## src/rtl/i2c_dual_target.sv

```systemverilog
module i2c_dual_target (
  input  logic       clk,
  input  logic       rst_n,
  input  logic       scl_i,
  input  logic       sda_i,
  output logic       scl_oe,
  output logic       sda_oe,
  input  logic [6:0] own_addr_a,
  input  logic [6:0] own_addr_b,
  input  logic       gc_en,
  input  logic       stretch_off,
  input  logic       flag_clr,
  output logic [7:0] rx_data,
  input  logic       rx_read,
  output logic       rx_full,
  input  logic [7:0] tx_data,
  input  logic       tx_load,
  output logic       tx_empty,
  output logic       addr_hit,
  output logic       hit_second,
  output logic       gc_hit,
  output logic       xmit_mode,
  output logic       stop_seen,
  output logic       overrun,
  output logic       bus_err
);

  typedef enum logic [3:0] {
    ST_IDLE, ST_ADDR, ST_AACK, ST_RX, ST_RHOLD, ST_RACK,
    ST_TLOAD, ST_TX, ST_TACK, ST_WAIT
  } st_t;

  st_t        st;
  logic [1:0] scl_sy, sda_sy;
  logic       scl_q, sda_q;
  logic [7:0] shift, tx_reg;
  logic [3:0] cnt;
  logic       scl_drv, sda_drv, ack_n;

  wire scl_s     = scl_sy[1];
  wire sda_s     = sda_sy[1];
  wire scl_rise  = scl_s & ~scl_q;
  wire scl_fall  = ~scl_s & scl_q;
  wire start_det = scl_s & scl_q & sda_q & ~sda_s;
  wire stop_det  = scl_s & scl_q & ~sda_q & sda_s;

  wire [6:0] rx_addr = shift[7:1];
  wire m_a  = (rx_addr == own_addr_a) && (rx_addr != 7'd0);
  wire m_b  = (rx_addr == own_addr_b) && (rx_addr != 7'd0);
  wire m_gc = (rx_addr == 7'd0) && !shift[0] && gc_en;

  wire mid_byte = ((st == ST_ADDR || st == ST_RX) && cnt >= 4'd2) || st == ST_TX;
  wire rx_room  = !rx_full || rx_read;

  assign scl_oe = scl_drv;
  assign sda_oe = sda_drv;

  always_ff @(posedge clk or negedge rst_n) begin
    if (!rst_n) begin
      scl_sy <= 2'b11; sda_sy <= 2'b11; scl_q <= 1'b1; sda_q <= 1'b1;
      st <= ST_IDLE; shift <= '0; tx_reg <= '0; cnt <= '0;
      scl_drv <= 1'b0; sda_drv <= 1'b0; ack_n <= 1'b1;
      rx_data <= '0; rx_full <= 1'b0; tx_empty <= 1'b1;
      addr_hit <= 1'b0; hit_second <= 1'b0; gc_hit <= 1'b0; xmit_mode <= 1'b0;
      stop_seen <= 1'b0; overrun <= 1'b0; bus_err <= 1'b0;
    end else begin
      scl_sy <= {scl_sy[0], scl_i};
      sda_sy <= {sda_sy[0], sda_i};
      scl_q  <= scl_s;
      sda_q  <= sda_s;
      if (rx_read) rx_full <= 1'b0;
      if (flag_clr) begin
        stop_seen <= 1'b0; overrun <= 1'b0; bus_err <= 1'b0;
      end
      if (start_det || stop_det) begin
        if (mid_byte) bus_err <= 1'b1;
        if (stop_det && addr_hit) stop_seen <= 1'b1;
        addr_hit <= 1'b0;
        sda_drv  <= 1'b0;
        scl_drv  <= 1'b0;
        cnt      <= '0;
        st       <= start_det ? ST_ADDR : ST_IDLE;
      end else begin
        case (st)
          ST_ADDR: begin
            if (scl_rise) begin
              shift <= {shift[6:0], sda_s};
              cnt   <= cnt + 4'd1;
            end else if (scl_fall && cnt == 4'd8) begin
              if (m_a || m_b || m_gc) begin
                addr_hit   <= 1'b1;
                hit_second <= !m_a && m_b;
                gc_hit     <= m_gc;
                xmit_mode  <= shift[0];
                sda_drv    <= 1'b1;
                st         <= ST_AACK;
              end else begin
                st <= ST_IDLE;
              end
            end
          end
          ST_AACK: begin
            if (scl_fall) begin
              sda_drv <= 1'b0;
              cnt     <= '0;
              st      <= xmit_mode ? ST_TLOAD : ST_RX;
            end
          end
          ST_RX: begin
            if (scl_rise) begin
              shift <= {shift[6:0], sda_s};
              cnt   <= cnt + 4'd1;
            end else if (scl_fall && cnt == 4'd8) begin
              if (rx_room) begin
                rx_data <= shift;
                rx_full <= 1'b1;
                sda_drv <= 1'b1;
                st      <= ST_RACK;
              end else if (stretch_off) begin
                overrun <= 1'b1;
                sda_drv <= 1'b1;
                st      <= ST_RACK;
              end else begin
                scl_drv <= 1'b1;
                st      <= ST_RHOLD;
              end
            end
          end
          ST_RHOLD: begin
            if (rx_room) begin
              rx_data <= shift;
              rx_full <= 1'b1;
              sda_drv <= 1'b1;
              scl_drv <= 1'b0;
              st      <= ST_RACK;
            end else if (stretch_off) begin
              overrun <= 1'b1;
              sda_drv <= 1'b1;
              scl_drv <= 1'b0;
              st      <= ST_RACK;
            end
          end
          ST_RACK: begin
            if (scl_fall) begin
              sda_drv <= 1'b0;
              cnt     <= '0;
              st      <= ST_RX;
            end
          end
          ST_TLOAD: begin
            if (!tx_empty) begin
              shift    <= tx_reg;
              tx_empty <= 1'b1;
              sda_drv  <= !tx_reg[7];
              scl_drv  <= 1'b0;
              cnt      <= '0;
              st       <= ST_TX;
            end else if (stretch_off) begin
              shift   <= 8'hFF;
              overrun <= 1'b1;
              sda_drv <= 1'b0;
              scl_drv <= 1'b0;
              cnt     <= '0;
              st      <= ST_TX;
            end else begin
              scl_drv <= 1'b1;
            end
          end
          ST_TX: begin
            if (scl_fall) begin
              if (cnt == 4'd7) begin
                sda_drv <= 1'b0;
                st      <= ST_TACK;
              end else begin
                shift   <= {shift[6:0], 1'b0};
                sda_drv <= !shift[6];
                cnt     <= cnt + 4'd1;
              end
            end
          end
          ST_TACK: begin
            if (scl_rise) ack_n <= sda_s;
            else if (scl_fall) st <= ack_n ? ST_WAIT : ST_TLOAD;
          end
          default: ;
        endcase
      end
      if (tx_load) begin
        tx_reg   <= tx_data;
        tx_empty <= 1'b0;
      end
    end
  end


  idle_quiet_chk: assert property (@(posedge clk) disable iff (!rst_n)
    st == ST_IDLE |-> !sda_oe && !scl_oe);


  stretch_state_chk: assert property (@(posedge clk) disable iff (!rst_n)
    scl_oe |-> (st == ST_RHOLD || st == ST_TLOAD));


  nostretch_chk: assert property (@(posedge clk) disable iff (!rst_n)
    stretch_off |=> !scl_oe);


  rxfull_clear_chk: assert property (@(posedge clk) disable iff (!rst_n)
    $fell(rx_full) |-> $past(rx_read));


  ack_on_hit_chk: assert property (@(posedge clk) disable iff (!rst_n)
    $rose(addr_hit) |-> sda_oe);


  stop_flag_chk: assert property (@(posedge clk) disable iff (!rst_n)
    $rose(stop_seen) |-> $past(stop_det));

endmodule

```

## config.mk

```make
export PLATFORM = sky130hd
export DESIGN_NAME = i2c_dual_target
export DESIGN_NICKNAME = d
export VERILOG_FILES = /design/src/rtl/i2c_dual_target.sv
export SDC_FILE = /design/constraint.sdc
export NUM_CORES = 1
export LEC_CHECK = 0
export ABC_AREA = 1
export BUFFER_PORTS_ARGS = -buffer_cell sky130_fd_sc_hd__buf_2
export CORE_MARGIN = 5
export CORE_UTILIZATION = 55
export DETAILED_ROUTE_END_ITERATION = 6
export GPL_ROUTABILITY_DRIVEN = 1
export HOLD_SLACK_MARGIN = 0.03
export PLACE_DENSITY = 0.89
export SLEW_MARGIN = 20
export SYNTH_ARGS = -nofsm -noshare
export SYNTH_HDL_FRONTEND = slang
export SYNTH_SLANG_ARGS = --single-unit
```

## constraint.sdc

```tcl
create_clock -name clk -period 1.95 [get_ports clk]
set_clock_uncertainty 0.1 [all_clocks]
set_input_delay 0.2925 -clock clk [delete_from_list [all_inputs] [get_ports clk]]
set_output_delay 0.2925 -clock clk [all_outputs]
set_load 0.01 [all_outputs]
```

# Yosys cells after proc, flatten, opt, wreduce, memory -nomap -nowiden
# Index checks and enable logic that the tools add are counted.
# totals
reg_bits	50
input_bits	31
out_inout_bits	19
elab_cells	205
# op_classes
addsub	1
n_lt_le_gt_ge	1
n_eq_ne	38
mux	88
n_bitwise	13
reduce_logical	43
# ops
operator	count
2-to-1 mux 4 bit	23
2-to-1 mux 8 bit	8
2-to-1 mux 1 bit	47
case mux 4 bit (8 select lines)	1
case mux 8 bit (3 select lines)	1
== test 4 x 3 -> 1 bit (second input constant)	5
!= test 3 x 1 -> 1 bit (second input constant)	6
!= test 3 bit (second input constant)	6
AND reduction 6 bit	3
case mux 4 bit (4 select lines)	1
case mux 8 bit (2 select lines)	1
!= test 3 x 2 -> 1 bit (second input constant)	5
== test 7 bit	2
nonzero test 7 bit	2
AND reduction 13 bit	1
nonzero test 2 bit	5
AND reduction 9 bit	1
nonzero test 9 bit	1
== test 4 x 2 -> 1 bit (second input constant)	2
== test 4 bit (second input constant)	2
logical AND 1 bit	8
!= test 2 bit (second input constant)	4
!= test 4 bit (second input constant)	2
AND reduction 4 bit	2
21 further kinds	45

# Logic depth before layout (Yosys ltp)
# depth
word_depth	9
mapped_depth	12

# Worst setup path before layout
# OpenSTA, ideal clock, no wires.
# synth_path
path_kind	flip-flop to flip-flop
startpoint	reg sda_sy[1]
endpoint	reg cnt[0]
t_arrival_ns	1.509
path_slack_ns	0.218
stages_incl_launch_ff	11
n_path_buf	1
period_less_slack_ns	1.732
path_cell_list	dfstp_2 -> inv_1 -> nor2_1 -> nand2_1 -> nand2_1 -> buf_4 -> a21oi_1 -> a21oi_1 -> nand2_2 -> nor2_1 -> a21oi_1
# synth_between
elab_chain_cells	5
# synth_lines
item	line	rtl
start: declaration	34	logic [1:0] scl_sy, sda_sy;
start signal: assignment	68	sda_sy <= {sda_sy[0], sda_i};
NOT 1 bit	44	wire start_det = scl_s & scl_q & sda_q & ~sda_s;
bitwise AND 1 bit	44	
logical OR 1 bit (*)	75	if (start_det || stop_det) begin
!= test 4 bit (no line) (tied with other cells)	--	
AND reduction 6 bit (no line)	--	
end signal: assignment	88	cnt <= cnt + 4'd1;
end signal: assignment	112	cnt <= cnt + 4'd1;
end signal: assignment	177	cnt <= cnt + 4'd1;
end: declaration	37	logic [3:0] cnt;
# Mark *: on every way between the ends. The rest lies on a longest branch, timed or not.
# A chain may end at the register's enable or synchronous reset.

# Worst setup path after layout
# layout_path
startpoint	reg sda_sy[1]
endpoint	reg st[3]
# layout_between
elab_chain_cells	5
# layout_lines
item	line	rtl
NOT 1 bit	44	
bitwise AND 1 bit	44	
logical OR 1 bit (*)	75	
nonzero test 9 bit (no line) (tied with other cells)	--	
AND reduction 13 bit (no line)	--	
end signal: assignment	82	st <= start_det ? ST_ADDR : ST_IDLE;
end signal: assignment	106	st <= xmit_mode ? ST_TLOAD : ST_RX;
end signal: assignment	183	else if (scl_fall) st <= ack_n ? ST_WAIT : ST_TLOAD;
end: declaration	33	st_t st;
# Marks and branches as above.

==> key figures <==
Outcome
  • Outcome: complete, no violations

Worst setup path
  • Startpoint types: flip-flop
  • Worst r2r path cells: 11
  • Crit path required time: around 2.1 ns
  • Reg-to-reg endpoint: st[3]
  • Critical path class: flip-flop to flip-flop
  • CP Capture Type: flip-flop
  • FF-to-FF Start: sda_sy[1]
  • Crit path DAT: 1.97 ns
  • Crit path max fanout: 7
  • R2R setup slack: 0.1 ns

Yosys
  • Count of state elements after synthesis: 50
  • Simple-Gate Fraction of Synth Area: 0.291
  • XOR/XNOR share of the synthesized area: 0.0376
  • Syn avg cell area: 7.63 um2
  • Mapped Area: ~2800 um2
  • Netlist cell types: 32
  • Compound-Gate Fraction of Synth Area: 0.134
  • Ys Warns: 0
  • Synthesized-area fraction occupied by adder cells: 0.0134
  • FFs w/ async S/R, synth: 1.00
  • Mapped Cells: 367
  • Synth Net Count: between 400 and 500
  • Commonest register cell after synthesis: dfrtp_1
  • Number of flops mapped to enable cells by yosys: 0
  • Sequential fraction of the synthesis area: 0.451
  • Mux contribution to synthesized area: 0.00402
  • Main combinational cell family by area after synthesis: simple AND/OR/NAND/NOR gates

Flow run
  • Max-Cap Viols: 0

Drt
  • Vias: roughly 2700
  • DRC viols: 0
  • Wire length per cell: 14.2 um
  • Metal3 WL: between 400 and 500 um
  • DRC violation total after the first TritonRoute iteration: approximately 190
  • DR pass1 iterations: 4
  • Post-Route WL: 7250 um
  • DRT antenna net count: 0
  • Met2 WL: 3380 um
  • Top sig layer: met4
  • DR vias/cell: 5.24
  • Met1 wire length: 3240 um

STA
  • Slew headroom: 0.666
  • Crit path time final: 1.85 ns
  • FMAX: 541 MHz
  • Setup Total Neg Slack: 0 ns
  • Final slew viol count: 0
  • Endpoints failing setup: 0
  • Slew @ Worst Pin: 0.495 ns
  • Tcrit/Tclk final: 0.949
  • Hold Fails Final Rpt: 0

Clock tree
  • CTS tree: built
  • Clock Sinks: 50
  • Clk Latency, worst-skew pair: 0.31 ns
  • CTS Buf Count: 5
  • Clock Pin Slew Worst Setup and Hold Paths: 0.09 ns
  • CTS Buffer Depth: 2
  • Clock root cell: clkbuf_8
  • H-tree Lvls: 2

Worst hold path
  • Hold Crit Class: primary input to flip-flop
  • Hold Crit Start: tx_data[3]
  • Hold path depth: 3
  • WHS Endpoint: tx_reg[3]

Cells and area
  • Area growth from synthesis to layout: 23.3%
  • Total Nets Final: 474
  • Most frequent cells in the layout: 90 x nand2_1, 49 x buf_2, 42 x nor2_1
  • # diodes: 0
  • Final Non-Filler Cells: 511
  • Util after Layout: 0.689
  • Commonest non-fill, non-tap cell in the layout: nand2_1
  • Share of cells above drive strength 1: 0.261

Global routing
  • GRT Resource Usage Total: 0.231
  • Largest net degree at the start of global routing: 30
  • Vias in the first global route: between 2000 and 3000
  • Initial antenna violation count: 0
  • First-pass GRT wire length: about 12000 um
  • Gr ovfl total: 0

Floorplan
  • Die X: 81.3 um
  • Initial core utilization: 0.559
  • Row cnt: 26
  • Die Span Y: 81.3 um
  • Core area: 5010 um2
  • Die area: 6620 um2
  • IO Count: 50

Pwr
  • Clock share of power: 0.163
  • Pint: 2550 uW
  • Sw frac: 0.434
  • Total power: between 4000 and 5000 uW
  • Seq pwr share: 0.349
  • Pwr Density: 1300 nW/um2
  • Switching power: 1950 uW
  • P_leak: around 0.0017 uW
  • Part of the power in combinational logic: 0.488
  • Worst vdd ir: 0.707 mV

Placement
  • GPL Wtd Cong: 0.942
  • Buffers on Ports: 49
  • Inst Count DP: 493
  • Placed wire-length estimate: about 5600 um
-- kinds of logic (layout without fill, tap and decap cells) --
kind of cell	after synthesis	in the layout
AO/OA/AOI/OAI	68	68
XOR/XNOR	12	12
adder cells (fa/ha/maj)	3	3
buffers and inverters	47	121
flip-flops	50	50
multiplexers	1	1
AND/OR/NAND/NOR	186	186
-- critical path, cell delays in order (launching register included) --
cell and delay [ns]:
dfstp_2 0.55, inv_1 0.05, nor2_1 0.11, nand2_2 0.10, nand2_4 0.12, buf_4 0.13, nor2_4 0.04, nand3_1 0.08
nand3_2 0.11, nor2_4 0.20, nand2_1 0.07, o21ai_0 0.09
-- power by group through the flow --
stage	sequential [uW]	clock [uW]	combinational [uW]
after floorplan	1580	0	1160
after global placement	1560	0	2010
after detailed placement	1580	0	2040
after CTS	1560	754	2060
after global routing	1610	785	2480
final	1570	733	2200
-- stage by stage --
| stage | area [um2] | worst slack, ns | hold slack (ns) |
|---|---|---|---|
| 2_1_floorplan | 2800 | 0.218 | -0.103 |
| 3_3_place_gp | 3190 | 0.0226 | 0.185 |
| 3_5_place_dp | 3190 | -0.0388 | 0.190 |
| 4_1_cts | 3340 | 0.0543 | 0.0864 |
| 5_1_grt | 3450 | -0.0342 | 0.0970 |
| 6_report | 3450 | 0.0999 | 0.0877 |
-- routing by layer --
layer	vias up	track usage
li1	1328	-
met1	1248	0.308
met5	-	0
met3	13	0.0344
met4	0	0.0625
met2	87	0.389
-- area by class of cell --
type                            instances  area, um2
Fill cell                             436       1560
Multi-Input combinational cell        270       1400
Sequential cell                        50       1260
Timing Repair Buffer                   70        427
Inverter                               43        161
Tap cell                               70       87.6
Clock buffer                            5       68.8
Clock inverter                          3       45.0
-- worst max-delay path by stage --
stage	start	to	slack (ns)	cells past startpoint
5_1_grt	st[3]	st[2]	-0.03	10
6_report	sda_sy[1]	st[3]	0.1	11
4_1_cts	st[3]	sda_oe	0.05	11
3_5_place_dp	sda_sy[1]	st[3]	-0.04	9
2_1_floorplan	sda_sy[1]	cnt[0]	0.22	10
3_3_place_gp	sda_sy[1]	st[0]	0.02	9
-- cell usage after synthesis (2+ instances only) --
| library cell | count | area share |
|---|---|---|
| nand2_1 | 94 | 0.13 |
| nor2_1 | 49 | 0.066 |
| dfrtp_1 | 42 | 0.38 |
| inv_1 | 41 | 0.055 |
| o21ai_0 | 37 | 0.066 |
| nand3_1 | 21 | 0.038 |
| a21oi_1 | 12 | 0.021 |
| dfstp_2 | 8 | 0.075 |
| xor2_1 | 7 | 0.022 |
| a22oi_1 | 6 | 0.016 |
| xnor2_1 | 5 | 0.016 |
| nand2_2 | 4 | 0.0089 |
| nand4_1 | 4 | 0.0089 |
| nor2_4 | 4 | 0.016 |
| o21ai_1 | 4 | 0.0072 |
| ha_1 | 3 | 0.013 |
| nor2_2 | 3 | 0.0067 |
| nor3_1 | 3 | 0.0054 |
| o211ai_1 | 3 | 0.0080 |
| a31oi_1 | 2 | 0.0045 |
| buf_6 | 2 | 0.0080 |
| inv_2 | 2 | 0.0027 |
| o22ai_1 | 2 | 0.0045 |
-- repair_timing --
action                                  CTS  global route
hold buffers                              3             0
pin swaps                                 0            10
resized for setup                         1            22
endpoints found under the setup margin    9            26
hold endpoints to repair                 15             0
setup buffers                             0             8
(Power assumes the default switching activity.)
